File: src/rtl/lzc_pkg.sv
package lzc_pkg;
  localparam int unsigned DATA_W = 48;
  localparam int unsigned CNT_W  = $clog2(DATA_W + 1);
  localparam int unsigned SUB_W  = 2 ** ($clog2(DATA_W) - 1);
  localparam int unsigned HEAD_STEP = DATA_W - SUB_W;

  typedef logic [DATA_W-1:0] data_t;
  typedef logic [CNT_W-1:0]  count_t;
endpackage

File: src/rtl/lzc_half_stage.sv
// Power-of-two leading-zero stage; recurses on half width down to 1 bit.
module lzc_half_stage #(
  parameter int unsigned W = 32
) (
  input  logic [W-1:0]        v_i,
  output logic [$clog2(W):0]  cnt_o
);
  localparam int unsigned CW = $clog2(W) + 1;

  if (W == 1) begin : g_leaf
    assign cnt_o = ~v_i;
  end else begin : g_node
    localparam int unsigned H   = W / 2;
    localparam int unsigned SCW = $clog2(H) + 1;
    localparam logic [W-1:0] LOW_ONES = {{H{1'b0}}, {H{1'b1}}};

    logic           hi_clear;
    logic [H-1:0]   next_v;
    logic [SCW-1:0] sub_cnt;

    assign hi_clear = (v_i <= LOW_ONES);
    // upper half of (v_i << H) is simply the lower half
    assign next_v   = hi_clear ? v_i[H-1:0] : v_i[W-1:H];

    lzc_half_stage #(.W(H)) u_sub (
      .v_i   (next_v),
      .cnt_o (sub_cnt)
    );

    assign cnt_o = CW'(sub_cnt) + (hi_clear ? CW'(H) : CW'(0));
  end
endmodule

File: src/rtl/lzc_head_stage.sv
// Non-power-of-two head: reduces DATA_W to SUB_W with one compare step.
module lzc_head_stage
  import lzc_pkg::*;
(
  input  data_t  data_i,
  output count_t cnt_o
);
  localparam data_t LOW_ONES = data_t'((64'd1 << HEAD_STEP) - 64'd1);
  localparam int unsigned SCW = $clog2(SUB_W) + 1;

  logic             hi_clear;
  logic [SUB_W-1:0] sub_v;
  logic [SCW-1:0]   sub_cnt;

  assign hi_clear = (data_i <= LOW_ONES);
  assign sub_v    = hi_clear ? data_i[SUB_W-1:0] : data_i[DATA_W-1:HEAD_STEP];

  lzc_half_stage #(.W(SUB_W)) u_tree (
    .v_i   (sub_v),
    .cnt_o (sub_cnt)
  );

  assign cnt_o = CNT_W'(sub_cnt) + (hi_clear ? CNT_W'(HEAD_STEP) : CNT_W'(0));
endmodule

File: src/rtl/lzc48_tree.sv
module lzc48_tree
  import lzc_pkg::*;
#(
  parameter bit REG_OUT = 1'b1
) (
  input  logic              clk_i,
  input  logic              rst_ni,
  input  logic [DATA_W-1:0] data_i,
  output logic [CNT_W-1:0]  count_o
);
  count_t cnt_comb;

  lzc_head_stage u_head (
    .data_i (data_i),
    .cnt_o  (cnt_comb)
  );

  if (REG_OUT) begin : g_reg
    count_t cnt_q;
    always_ff @(posedge clk_i or negedge rst_ni) begin
      if (!rst_ni) cnt_q <= '0;
      else         cnt_q <= cnt_comb;
    end
    assign count_o = cnt_q;
  end else begin : g_comb
    assign count_o = rst_ni ? cnt_comb : '0;
  end
endmodule

File: config.mk
export PLATFORM = sky130hd
export DESIGN_NAME = lzc48_tree
export DESIGN_NICKNAME = d
export VERILOG_FILES = /design/src/rtl/lzc_pkg.sv /design/src/rtl/lzc_half_stage.sv /design/src/rtl/lzc_head_stage.sv /design/src/rtl/lzc48_tree.sv
export SDC_FILE = /design/constraint.sdc
export NUM_CORES = 1
export LEC_CHECK = 0
export ABC_AREA = 0
export BUFFER_PORTS_ARGS = -buffer_cell sky130_fd_sc_hd__buf_4
export CAP_MARGIN = 20
export CORE_ASPECT_RATIO = 1.1
export CORE_UTILIZATION = 39
export CTS_CLUSTER_SIZE = 20
export DETAILED_ROUTE_END_ITERATION = 16
export PLACE_DENSITY = 0.82
export SLEW_MARGIN = 0
export SYNTH_ARGS = -nofsm -noshare
export SYNTH_HDL_FRONTEND = slang
export SYNTH_SLANG_ARGS = --single-unit
File: constraint.sdc
create_clock -name clk_i -period 0.8 [get_ports clk_i]
set_input_delay 0 -clock clk_i [delete_from_list [all_inputs] [get_ports clk_i]]
set_output_delay 0 -clock clk_i [all_outputs]
set_load 0.02 [all_outputs]
### After elaboration in Yosys (flattened, before gate mapping)

Cells that the tools add are included.

| word-level totals | value |
|---|---|
| logic and storage cells | 26 |
| bits in latches | 0 |
| RAM bits | 0 |
| ROM bits | 0 |
| register bits | 6 |
| output and inout port bits | 6 |
| memories | 0 |
| input bits | 50 |

| cells by class | value |
|---|---|
| multiplexer cells | 12 |
| $mul | 0 |
| equality and inequality tests | 0 |
| divide/modulo/power cells | 0 |
| shift-type cells | 0 |
| $add $sub $neg | 6 |
| bitwise operators | 1 |
| reductions and logical operators | 0 |
| order comparisons | 6 |

Operator list:

| operator | count |
|---|---|
| 48-bit by 16-bit <= comparator with 1-bit output (second input constant) | 1 |
| 32-bit by 16-bit <= comparator with 1-bit output (second input constant) | 1 |
| 32-bit two-way mux | 1 |
| 16-bit by 8-bit <= comparator with 1-bit output (second input constant) | 1 |
| 16-bit two-way mux | 1 |
| 5-bit two-way mux | 2 |
| 8-bit by 4-bit <= comparator with 1-bit output (second input constant) | 1 |
| 4-bit two-way mux | 2 |
| 8-bit two-way mux | 1 |
| 5-bit by 5-bit adder with 6-bit output | 1 |
| 6-bit adder | 1 |
| 4-bit by 5-bit adder with 5-bit output | 1 |
| 3-bit by 3-bit adder with 4-bit output | 1 |
| 4-bit by 2-bit <= comparator with 1-bit output (second input constant) | 1 |
| 2-bit two-way mux | 2 |
| 2-bit by 3-bit adder with 3-bit output | 1 |
| 3-bit two-way mux | 1 |
| 1-bit by 1-bit adder with 2-bit output | 1 |
| 2-bit by 1-bit <= comparator with 1-bit output (second input constant) | 1 |
| 1-bit two-way mux | 2 |
| 1-bit inverter | 1 |

### Logic depth before layout (Yosys ltp)

Gate-level depths: netlist of the first run.

| logic depth | value |
|---|---|
| depth after elaboration | 19 |
| mapped depth | 14 |
| depth with buffers taken out | 13 |

### Modules after synthesis

A second synthesis of the first run with hierarchy kept.

| second synthesis, totals | value |
|---|---|
| cell total of the unflattened synthesis | 154 |
| area, all modules | 1161.1 um2 |

Modules (own cells, without submodules):

| module | seq. area each (um2) | instances | cells each | area each (um2) |
|---|---|---|---|---|
| lzc_head_stage | 0.0 | 1 | 79 | 464.2 |
| lzc_half_stage at u_head.u_tree | 0.0 | 1 | 26 | 226.5 |
| lzc_half_stage at u_head.u_tree.g_node.u_sub | 0.0 | 1 | 21 | 181.4 |
| lzc48_tree | 150.1 | 1 | 6 | 150.1 |
| lzc_half_stage at u_head.u_tree.g_node.u_sub.g_node.u_sub | 0.0 | 1 | 12 | 76.3 |
| lzc_half_stage at u_head.u_tree.g_node.u_sub.g_node.u_sub.g_node.u_sub | 0.0 | 1 | 6 | 36.3 |
| lzc_half_stage at u_head.u_tree.g_node.u_sub.g_node.u_sub.g_node.u_sub.g_node.u_sub | 0.0 | 1 | 3 | 22.5 |
| lzc_half_stage at u_head.u_tree.g_node.u_sub.g_node.u_sub.g_node.u_sub.g_node.u_sub.g_node.u_sub | 0.0 | 1 | 1 | 3.8 |

### Worst setup path after synthesis of the first run

OpenSTA, ideal clock, no wires.

| path | value |
|---|---|
| path type | input -> register |
| start point | input port data_i[34] |
| end point | register g_reg.cnt_q[4], in the netlist count_o[4] |
| buffers on the path | 2 |
| cell stages on the path | 14 |
| setup slack | -2.476 ns |
| library setup time | 0.135 ns |
| required time | 0.665 ns |
| arrival | 3.140 ns |
| path through | or4_1 -> or4_1 -> buf_2 -> inv_2 -> buf_6 -> a21oi_1 -> a221oi_1 -> a31oi_1 -> o221ai_1 -> and4bb_1 -> ha_1 -> ha_1 -> ha_1 -> fa_1 |

| between the ends | value |
|---|---|
| cells in the longest elaborated chain, start to end | 19 |
| elaborated cells between the ends (all ways) | 25 |
| those cells by class | add/sub (6); order compare (6); mux (12); bitwise (1) |

Ends and longest elaborated chain:

| element | line | RTL |
|---|---|---|
| start: declaration | lzc48_tree.sv:8 | `input logic [DATA_W-1:0] data_i,` |
| 48-bit by 16-bit <= comparator with 1-bit output | lzc_head_stage.sv:15 | `assign hi_clear = (data_i <= LOW_ONES);` |
| 32-bit two-way mux | lzc_head_stage.sv:16 | `assign sub_v = hi_clear ? data_i[SUB_W-1:0] : data_i[DATA_W-1:HEAD_STEP];` |
| 32-bit by 16-bit <= comparator with 1-bit output | lzc_half_stage.sv:21 | `assign hi_clear = (v_i <= LOW_ONES);` |
| 16-bit two-way mux | lzc_half_stage.sv:23 | `assign next_v = hi_clear ? v_i[H-1:0] : v_i[W-1:H];` |
| 16-bit by 8-bit <= comparator with 1-bit output | lzc_half_stage.sv:21 |  |
| 8-bit two-way mux | lzc_half_stage.sv:23 |  |
| 8-bit by 4-bit <= comparator with 1-bit output | lzc_half_stage.sv:21 |  |
| 4-bit two-way mux | lzc_half_stage.sv:23 |  |
| [4 not listed] | -- |  |
| 1-bit inverter | lzc_half_stage.sv:11 | `assign cnt_o = ~v_i;` |
| 1-bit by 1-bit adder with 2-bit output | lzc_half_stage.sv:30 | `assign cnt_o = CW'(sub_cnt) + (hi_clear ? CW'(H) : CW'(0));` |
| 2-bit by 3-bit adder with 3-bit output | lzc_half_stage.sv:30 |  |
| 3-bit by 3-bit adder with 4-bit output | lzc_half_stage.sv:30 |  |
| 4-bit by 5-bit adder with 5-bit output | lzc_half_stage.sv:30 |  |
| 5-bit by 5-bit adder with 6-bit output | lzc_half_stage.sv:30 |  |
| 6-bit adder * | lzc_head_stage.sv:23 | `assign cnt_o = CNT_W'(sub_cnt) + (hi_clear ? CNT_W'(HEAD_STEP) : CNT_W'(0));` |
| named net cnt_comb[4] | lzc48_tree.sv:11 | `count_t cnt_comb;` |
| end signal: assignment | lzc48_tree.sv:22 | `else cnt_q <= cnt_comb;` |
| end: declaration | lzc48_tree.sv:19 | `count_t cnt_q;` |

Mark *: on every way through the listed nets, which the timed path passes. The rest lies on a longest branch.

### Worst setup path in the final report of the first run

| path | value |
|---|---|
| start point | input port data_i[19] |
| end point | register g_reg.cnt_q[4], in the netlist count_o[4] |

The elaborated chain is that of the path after synthesis.

==> results.txt, run 1 <==
Worst path depth: 15
Syn Nets: 171
Max Slew Vio Count: 0
CP Capture Type: flip-flop
Synth Area in Compound Gates: 39.4%
largest net degree at the start of global routing: 9
Final #Nets: 274
Tightest Hold Check Type: primary input to async pin
P_leak: 0.886 nW
PnR worst setup slack: -2.46 ns
CTS sink cnt: 6
Post-synth top flop: dfrtp_1
synth top area cells: dfrtp_1, nor2_1, a21oi_1, or4_1, ha_1
core area: 2080 um2
setup-violating endpoint count in the final report: 6
fin crit share: 407%
vias in the first global route: 1606
Critical Path RT: 0.92 ns
hold_ws: 0.124 ns
Psw: 383 uW
largest area contributor in the netlist: dfrtp_1
CTS clk-pin slew, worst paths: 0.05 ns
FF+latch count, synth: 6
Final GP Congestion: 0.917
die area: 2490 um2
Cell Int Power: 842 uW
total gr overflow: 0
clock network power share: 22.9%
max FFs per register: 6
antenna violations before repair: 0
Area Growth Syn to Fin: 108%
RSZ-0062 raised after global routing: yes
sequential fraction of design power: 26.1%
Die H: 52.2 um
Post-Synth XOR/XNOR Area: 0%
mux contribution to synthesized area: 0%
final WL: 4.67 mm
CP max stage cell: or4_1
dpl cell area: 1690 um2
violated checks: negative setup slack
max incr delay on CP: 0.59 ns
I/O Buffers: 55
Max Cap Violations: 0
post-synthesis simple-gate area fraction: 33.0%
Async S/R FF share, synth: 100%
final hold viol count: 0
fmax: 307 MHz
outcome: finished with violations
maximum fanout along the worst path: 6
Die Wd: 47.7 um
cell with the most instances after synthesis: nor2_1
largest family of logic cells by synthesized area: compound AO/OA/AOI/OAI gates
Synthesis Warnings: 0
Post-Syn Area: 895 um2
CTS Root Cell: clkbuf_4
share of cells above drive strength 1: 60.6%
Combinational Power Share: 50.9%
post-route DRC violation count: 0
Inserted Clock Buffers: 3
Iter 0 DRT Violations: 84
Synth top cells by count: nor2_1, a21oi_1, or4_1
WS Path Type: primary input to flip-flop
sequential element share of the synthesized area: 16.8%
max_slew headroom: 71.0%
final antenna-violating net count: 0
Via density: 6.17
worst IR drop on VDD: 955 uV
switching part of the total: 31.3%
PD cells: 659 nW/um2
Slew @ Worst Pin: 0.431 ns
Cells after Synth: 117
WP data arrival: 3.38 ns
post-DP HPWL: 3.11 mm
CP delay by family, top: simple AND/OR/NAND/NOR gates
WL/cell: 19.0 um
Netlist cell types: 44
final antenna diode count: 0
Post-Synth Adder-Cell Area: 6.43%
Synth top area share: 16.8%
1st-pass router iterations: 5
gr usage total: 42.1%
CTS Buffer Depth: 2
Initial Util: 42.9%
Avg Inst Size Synth: 7.65 um2
min Tclk post-route: 3.26 ns
EDFF count, synth: 0
CTS tree: built
first-pass GRT wire length: 7.22 mm
Final Util: 89.2%
Filler cells: 102
via count: 1519
worst path bufs/invs: 3
Critical Path Source Type: primary input
Design Area, Final: 1860 um2
CTS H-tree depth: 1
worst-path cell chain: buf_4, or4_1, buf_4, nor4_4, buf_4, a21oi_1, o21ba_2, a41oi_2, o21ai_2, nor2_2, and4bb_1, ha_4, ha_4, ha_4, fa_2
placement row count: 17
# IOs: 56
## power by group through the flow
stage	combinational [mW]	clock, mW	sequential, mW
global placement	0.523	0	0.321
floorplan	0.142	0	0.334
global route	0.656	0.311	0.320
CTS	0.587	0.291	0.317
finish	0.624	0.281	0.320
detailed placement	0.542	0	0.321
## metal layers
layer	GRT usage (%)	wire, um	vias to the layer above
met5	0	0	-
met4	30.1	280	0
met3	13.4	465	30
met2	69.6	2290	145
met1	42.9	1630	675
li1	-	-	669
## path summary, 6_finish.rpt
kind | from | end | slack, ns
max in group asynchronous | rst_ni | count_o[3]$_DFF_PN0_ | 0.55
min | rst_ni | count_o[4]$_DFF_PN0_ | 0.12
min in group clk_i | data_i[45] | count_o[0]$_DFF_PN0_ | 0.21
max | data_i[19] | count_o[4]$_DFF_PN0_ | -2.46
## cell families (layout without fill, tap and decap cells)
logic type               Yosys count  after routing
flip-flops                         6              6
adder cells (fa/ha/maj)            4              4
AND/OR/NAND/NOR                   50             50
AO/OA/AOI/OAI                     49             49
buffers and inverters              8            109
## layout by cell type (no fill, tap or decap), types with 2 or more instances in the layout
master / synthesis / routed
nor2_1: 19 / 19
inv_1: 2 / 2
or4_1: 8 / 4
o31ai_1: 2 / 2
nand2_1: 4 / 4
o21bai_1: 5 / 5
a21oi_1: 14 / 13
or4_4: 1 / 5
buf_4: 0 / 98
o21ai_0: 4 / 4
nor2b_1: 2 / 2
nor4_1: 2 / 2
o21ba_2: 2 / 2
a21o_1: 4 / 4
a221o_1: 2 / 2
ha_4: 0 / 3
a31oi_1: 3 / 3
a41oi_1: 3 / 2
buf_6: 1 / 4
dfrtp_1: 6 / 6
clkbuf_4: 0 / 3
## through the flow
step | setup slack (ns) | TNS (ns) | std cells | total power, mW
after floorplan | -2.40 | -11.83 | 117 | 0.476
after global placement | -2.61 | -13.25 | 239 | 0.844
after detailed placement | -2.66 | -13.54 | 239 | 0.864
after CTS | -2.28 | -11.23 | 246 | 1.20
after global routing | -2.45 | -12.21 | 246 | 1.29
final | -2.46 | -12.09 | 246 | 1.22
## what timing repair did
action | in CTS | in global routing
gates resized for setup | 19 | 1
buffers inserted | 3 | 0
pin swaps | 12 | 0
hold buffers | 1 | 0
endpoints found under the setup margin | 6 | 7
cloned | 0 | 0
hold endpoints to repair | 6 | 0
## layout make-up
type | count | area (um2) | area share [%]
Inverter | 3 | 13.8 | 0.740
Sequential cell | 6 | 150 | 8.08
Timing Repair Buffer | 103 | 791 | 42.5
Multi-Input combinational cell | 103 | 847 | 45.6
Clock buffer | 3 | 22.5 | 1.21
Tap cell | 28 | 35.0 | 1.88
Power figures use the tool's default switching activity.
==> run 2: changes to the inputs <==
- ABC_AREA: 0 -> 1
- PLACE_DENSITY: 0.82 -> 0.79
==> run 2 against run 1 <==
Compared with the run above: the run still ends with negative setup slack left; critical path depth increased by 10; clock power increased by 2%; design area increased by 11%; global-route usage decreased by 18 points; worst setup slack improved by 0.37 ns; sequential share of layout area decreased by 0.79 points; die area increased by 18%; count of clock-buffer cells in the layout unchanged; sequential power about the same; power increased by 4.2%; core utilization decreased by 8.2 points; critical path type unchanged.
==> results.txt, run 2 <==
Max Slew Vio Count: 0
Synthesis Warnings: 0
WS Path Type: primary input to flip-flop
synth top area cells: nand2_1, dfrtp_1, nor2_1, nand2_2, inv_1
via count: 1404
sequential element share of the synthesized area: 14.2%
violated checks: negative setup slack
CTS H-tree depth: 1
P_leak: 1.07 nW
flip-flop and latch area: 150 um2
Max Cap Violations: 0
# IOs: 56
first-pass GRT wire length: 5.30 mm
Avg Inst Size Synth: 6.28 um2
post-DP HPWL: 2.62 mm
largest area contributor in the netlist: nand2_1
vias in the first global route: 1290
PnR worst setup slack: -2.09 ns
Final Power: 1.28 mW
1st-pass router iterations: 4
fin crit share: 361%
gr usage total: 23.7%
Final Util: 81.0%
commonest cells after routing, fill and taps aside: buf_4, nand2_1, nand2_2
Cells after Synth: 169
maximum fanout along the worst path: 6
Critical Path RT: 0.99 ns
WP data arrival: 3.08 ns
total gr overflow: 0
antenna violations before repair: 0
most used cell along the critical path: nand2_2
Post-Syn Area: 1060 um2
core area: 2540 um2
max_slew headroom: 84.0%
Netlist cell types: 29
multi-input logic area: 993 um2
setup-violating endpoint count in the final report: 6
PD cells: 619 nW/um2
post-route DRC violation count: 0
final antenna diode count: 0
most common cell after layout, fill and taps aside: buf_4
WL/cell: 12.2 um
max FFs per register: 6
RSZ-0062 raised after global routing: yes
CTS Buffer Depth: 2
worst IR drop on VDD: 721 uV
CTS sink cnt: 6
Syn Nets: 223
Post-synth top flop: dfrtp_1
EDFF count, synth: 0
fmax: 346 MHz
max incr delay on CP: 0.51 ns
placement row count: 19
Filler cells: 157
FF+latch count, synth: 6
Via density: 4.79
min Tclk post-route: 2.89 ns
Area Growth Syn to Fin: 94.2%
Tightest Hold Check Type: primary input to async pin
Async S/R FF share, synth: 100%
Final GP Congestion: 0.801
CTS Root Cell: clkbuf_4
CP max stage cell: fa_2
Inserted Clock Buffers: 3
CP Capture Type: flip-flop
Initial Util: 41.7%
largest net degree at the start of global routing: 18
Die H: 56.7 um
Critical Path Source Type: primary input
Slew @ Worst Pin: 0.239 ns
die area: 2930 um2
CTS tree: built
Synth top area share: 15.9%
share of cells above drive strength 1: 64.5%
final WL: 3.58 mm
Final #Nets: 318
Iter 0 DRT Violations: 23
final hold viol count: 0
cell with the most instances after synthesis: nand2_1
Die Wd: 51.7 um
Synth top cells by count: nand2_1, nor2_1, inv_1
CTS clk-pin slew, worst paths: 0.05 ns
final antenna-violating net count: 0
outcome: finished with violations
I/O Buffers: 55
==> run 2: cell types whose count changed after synthesis, sizes merged, moves of 3 or more <==
cell    change
a21oi      -11
nor2       +12
nand2      +57
nor4        -3
inv        +18
a41oi       -3
or2         +9
nand3b      +5
or4         -9
nand3       +9
a21o        -4
==> run 2: power breakdown <==
part | switching (mW) | total, mW | internal (mW)
logic | 0.289 | 0.671 | 0.382
clock network | 0.116 | 0.286 | 0.170
registers | 0.00282 | 0.319 | 0.316
total | 0.408 | 1.28 | 0.868
==> run 2: timing repair <==
action,in CTS,in global routing
cloned,1,0
setup endpoints to repair,6,6
gates resized for setup,30,25
buffers inserted,5,5
pin swaps,15,28
endpoints found under the hold margin,6,0
hold buffers,1,0
==> run 2: cell type report <==
| class | instances | share of cell area [%] |
|---|---|---|
| Multi-Input combinational cell | 139 | 48.2 |
| Timing Repair Buffer | 93 | 37.3 |
| Sequential cell | 6 | 7.29 |
| Inverter | 21 | 4.19 |
| Tap cell | 31 | 1.88 |
| Clock buffer | 3 | 1.09 |
==> run 2: cell families (layout without fill, tap and decap cells) <==
logic type,after synthesis,in the layout,synth area share [%]
compound gates,16,16,8.96
flops,6,6,14.2
buf+inv,25,117,12.5
fa+ha+maj,4,4,5.42
simple gates,118,119,59.0
==> run 2: per-layer routing <==
metal / vias to the layer above / track usage, % / wire length, um
li1: 716 / - / -
met1: 624 / 25.1 / 1310
met2: 56 / 48.4 / 2030
met3: 8 / 1.36 / 172
met4: 0 / 5.41 / 76
met5: - / 0 / 0
==> run 2: metrics by stage <==
step	cell area, um2	worst slack, ns	hold WS, ns	setup TNS, ns	std cells
floorplan	1140	-1.87	-0.296	-8.68	169
global placement	1740	-2.17	-0.193	-10.51	278
detailed placement	1740	-2.26	-0.189	-11.12	278
CTS	1920	-1.94	0.0817	-9.30	288
global route	2060	-2.26	0.126	-11.24	293
finish	2060	-2.09	0.100	-10.18	293
==> run 2: worst max-delay path by stage <==
stage | from | cells after the start | endpoint | slack, ns
5_1_grt | data_i[34] | 25 | count_o[4]$_DFF_PN0_ | -2.26
3_3_place_gp | data_i[33] | 24 | count_o[4]$_DFF_PN0_ | -2.17
2_1_floorplan | data_i[29] | 23 | count_o[4]$_DFF_PN0_ | -1.87
6_report | data_i[38] | 25 | count_o[4]$_DFF_PN0_ | -2.09
3_5_place_dp | data_i[42] | 25 | count_o[4]$_DFF_PN0_ | -2.26
4_1_cts | data_i[32] | 25 | count_o[4]$_DFF_PN0_ | -1.94
==> run 2: worst max-delay path, delay by kind of cell <==
kind	cells	cell delay, ns
and+or+nand+nor	16	1.43
adders and majority gates	4	1.00
buffers and inverters	3	0.39
AOI/OAI and AO/OA	2	0.27
==> run 3: changes to the inputs <==
- CORE_UTILIZATION: 39 -> 45
- PLACE_DENSITY: 0.79 -> 0.88
- REMOVE_ABC_BUFFERS: default -> 1
- clock period: 0.8 -> 2.7 ns (I/O delays scaled with it)
==> run 3 against run 2 <==
Compared with the run above: non-clock buffer count is 6 lower; core utilization grew 5.1 points; the run still ends with negative setup slack left; sequential share of layout area grew 0.53 points; worst hold slack improved by 0.011 ns; count of clock-buffer cells in the layout unchanged; power down 72%; critical path depth unchanged; final cell count down 2.4%; global-route usage rose by 2.4 points; sequential cell count unchanged.
==> results.txt, run 3 (same netlist as run 2, synthesis figures left out) <==
final WL: 4.20 mm
Filler cells: 124
core area: 2230 um2
final antenna diode count: 0
Final GP Congestion: 0.879
Die H: 52.9 um
Via density: 5.21
Area Growth Syn to Fin: 81.0%
1st-pass router iterations: 4
Final #Nets: 312
placement row count: 18
Critical Path RT: 2.81 ns
most used cell along the critical path: nand2_2
Max Cap Violations: 0
final antenna-violating net count: 0
TNS Setup: -0.425 ns
CTS sink cnt: 6
violated checks: negative setup slack
pre-CTS setup slack: -0.391 ns
first-pass GRT wire length: 4.79 mm
share of cells above drive strength 1: 59.0%
WS Path Type: primary input to flip-flop
outcome: finished with violations
max_slew headroom: 82.5%
Tightest Hold Check Type: primary input to async pin
fmax: 340 MHz
dpl cell area: 1640 um2
Slew @ Worst Pin: 0.260 ns
gr usage total: 26.2%
worst IR drop on VDD: 261 uV
# IOs: 56
max FFs per register: 6
CTS clk-pin slew, worst paths: 0.05 ns
CP max stage cell: fa_1
CP Capture Type: flip-flop
via count: 1490
max incr delay on CP: 0.40 ns
min Tclk post-route: 2.94 ns
Final Util: 86.1%
post-DP HPWL: 2.46 mm
CTS Root Cell: clkbuf_4
largest net degree at the start of global routing: 19
I/O Buffers: 55
fin crit share: 109%
setup-violating endpoint count in the final report: 2
maximum fanout along the worst path: 6
Design Area, Final: 1920 um2
Inserted Clock Buffers: 3
Critical Path Source Type: primary input
total gr overflow: 0
Initial Util: 47.6%
PD cells: 189 nW/um2
Die Wd: 48.3 um
most common cell after layout, fill and taps aside: buf_4
final hold viol count: 0
CTS H-tree depth: 1
post-route DRC violation count: 0
WL/cell: 14.7 um
vias in the first global route: 1230
antenna violations before repair: 0
CTS tree: built
RSZ-0062 raised after global routing: yes
CTS Buffer Depth: 2
die area: 2560 um2
PnR worst setup slack: -0.241 ns
hold_ws: 0.112 ns
commonest cells after routing, fill and taps aside: buf_4, nand2_1, nand2_2
P_leak: 1.02 nW
WP data arrival: 3.06 ns
Iter 0 DRT Violations: 39
Max Slew Vio Count: 0
run 3: layout make-up:
| class | count | area [um2] | share of cell area [%] |
|---|---|---|---|
| Multi-Input combinational cell | 139 | 932 | 48.5 |
| Tap cell | 30 | 37.5 | 1.95 |
| Timing Repair Buffer | 87 | 694 | 36.2 |
| Sequential cell | 6 | 150 | 7.82 |
| Inverter | 21 | 83.8 | 4.36 |
| Clock buffer | 3 | 22.5 | 1.17 |
run 3: path summary, 6_finish.rpt:
check	startpoint	endpoint	slack, ns	cells after the start
min in group clk_i	data_i[35]	count_o[0]$_DFF_PN0_	0.56	10
setup / recovery	data_i[39]	count_o[4]$_DFF_PN0_	-0.24	25
max in group asynchronous	rst_ni	count_o[3]$_DFF_PN0_	2.47	2
hold / removal	rst_ni	count_o[5]$_DFF_PN0_	0.11	2
run 3: repair_timing:
item                                   CTS  global route
endpoints found under the hold margin    6             0
cloned                                   1             0
buffers inserted                         1             6
pin swaps                                7            38
setup endpoints to repair                2             3
gates resized for setup                  6            44
hold buffers                             1             0
run 3: per-stage QoR:
| stage | power [mW] | std cells |
|---|---|---|
| floorplan | 0.155 | 165 |
| global placement | 0.248 | 274 |
| detailed placement | 0.250 | 274 |
| CTS | 0.335 | 280 |
| global route | 0.387 | 286 |
| finish | 0.363 | 286 |
run 3: where the power goes:
| part | internal [mW] | switching, mW |
|---|---|---|
| Clock | 0.0501 | 0.0301 |
| Sequential | 0.0937 | 0.000870 |
| Combinational | 0.102 | 0.0862 |
| Total | 0.246 | 0.117 |
run 3: critical path: cells and delay by family:
kind / cells / cell delay (ns)
adders and majority gates: 4 / 0.90
buffers and inverters: 2 / 0.16
and+or+nand+nor: 19 / 1.96
run 3: per-layer routing:
layer / GRT usage, % / up-vias / share of wire (%)
li1: - / 700 / -
met1: 28.5 / 681 / 35
met2: 49.3 / 87 / 52
met3: 3.07 / 22 / 7.3
met4: 8.33 / 0 / 5.4
met5: 0 / - / 0
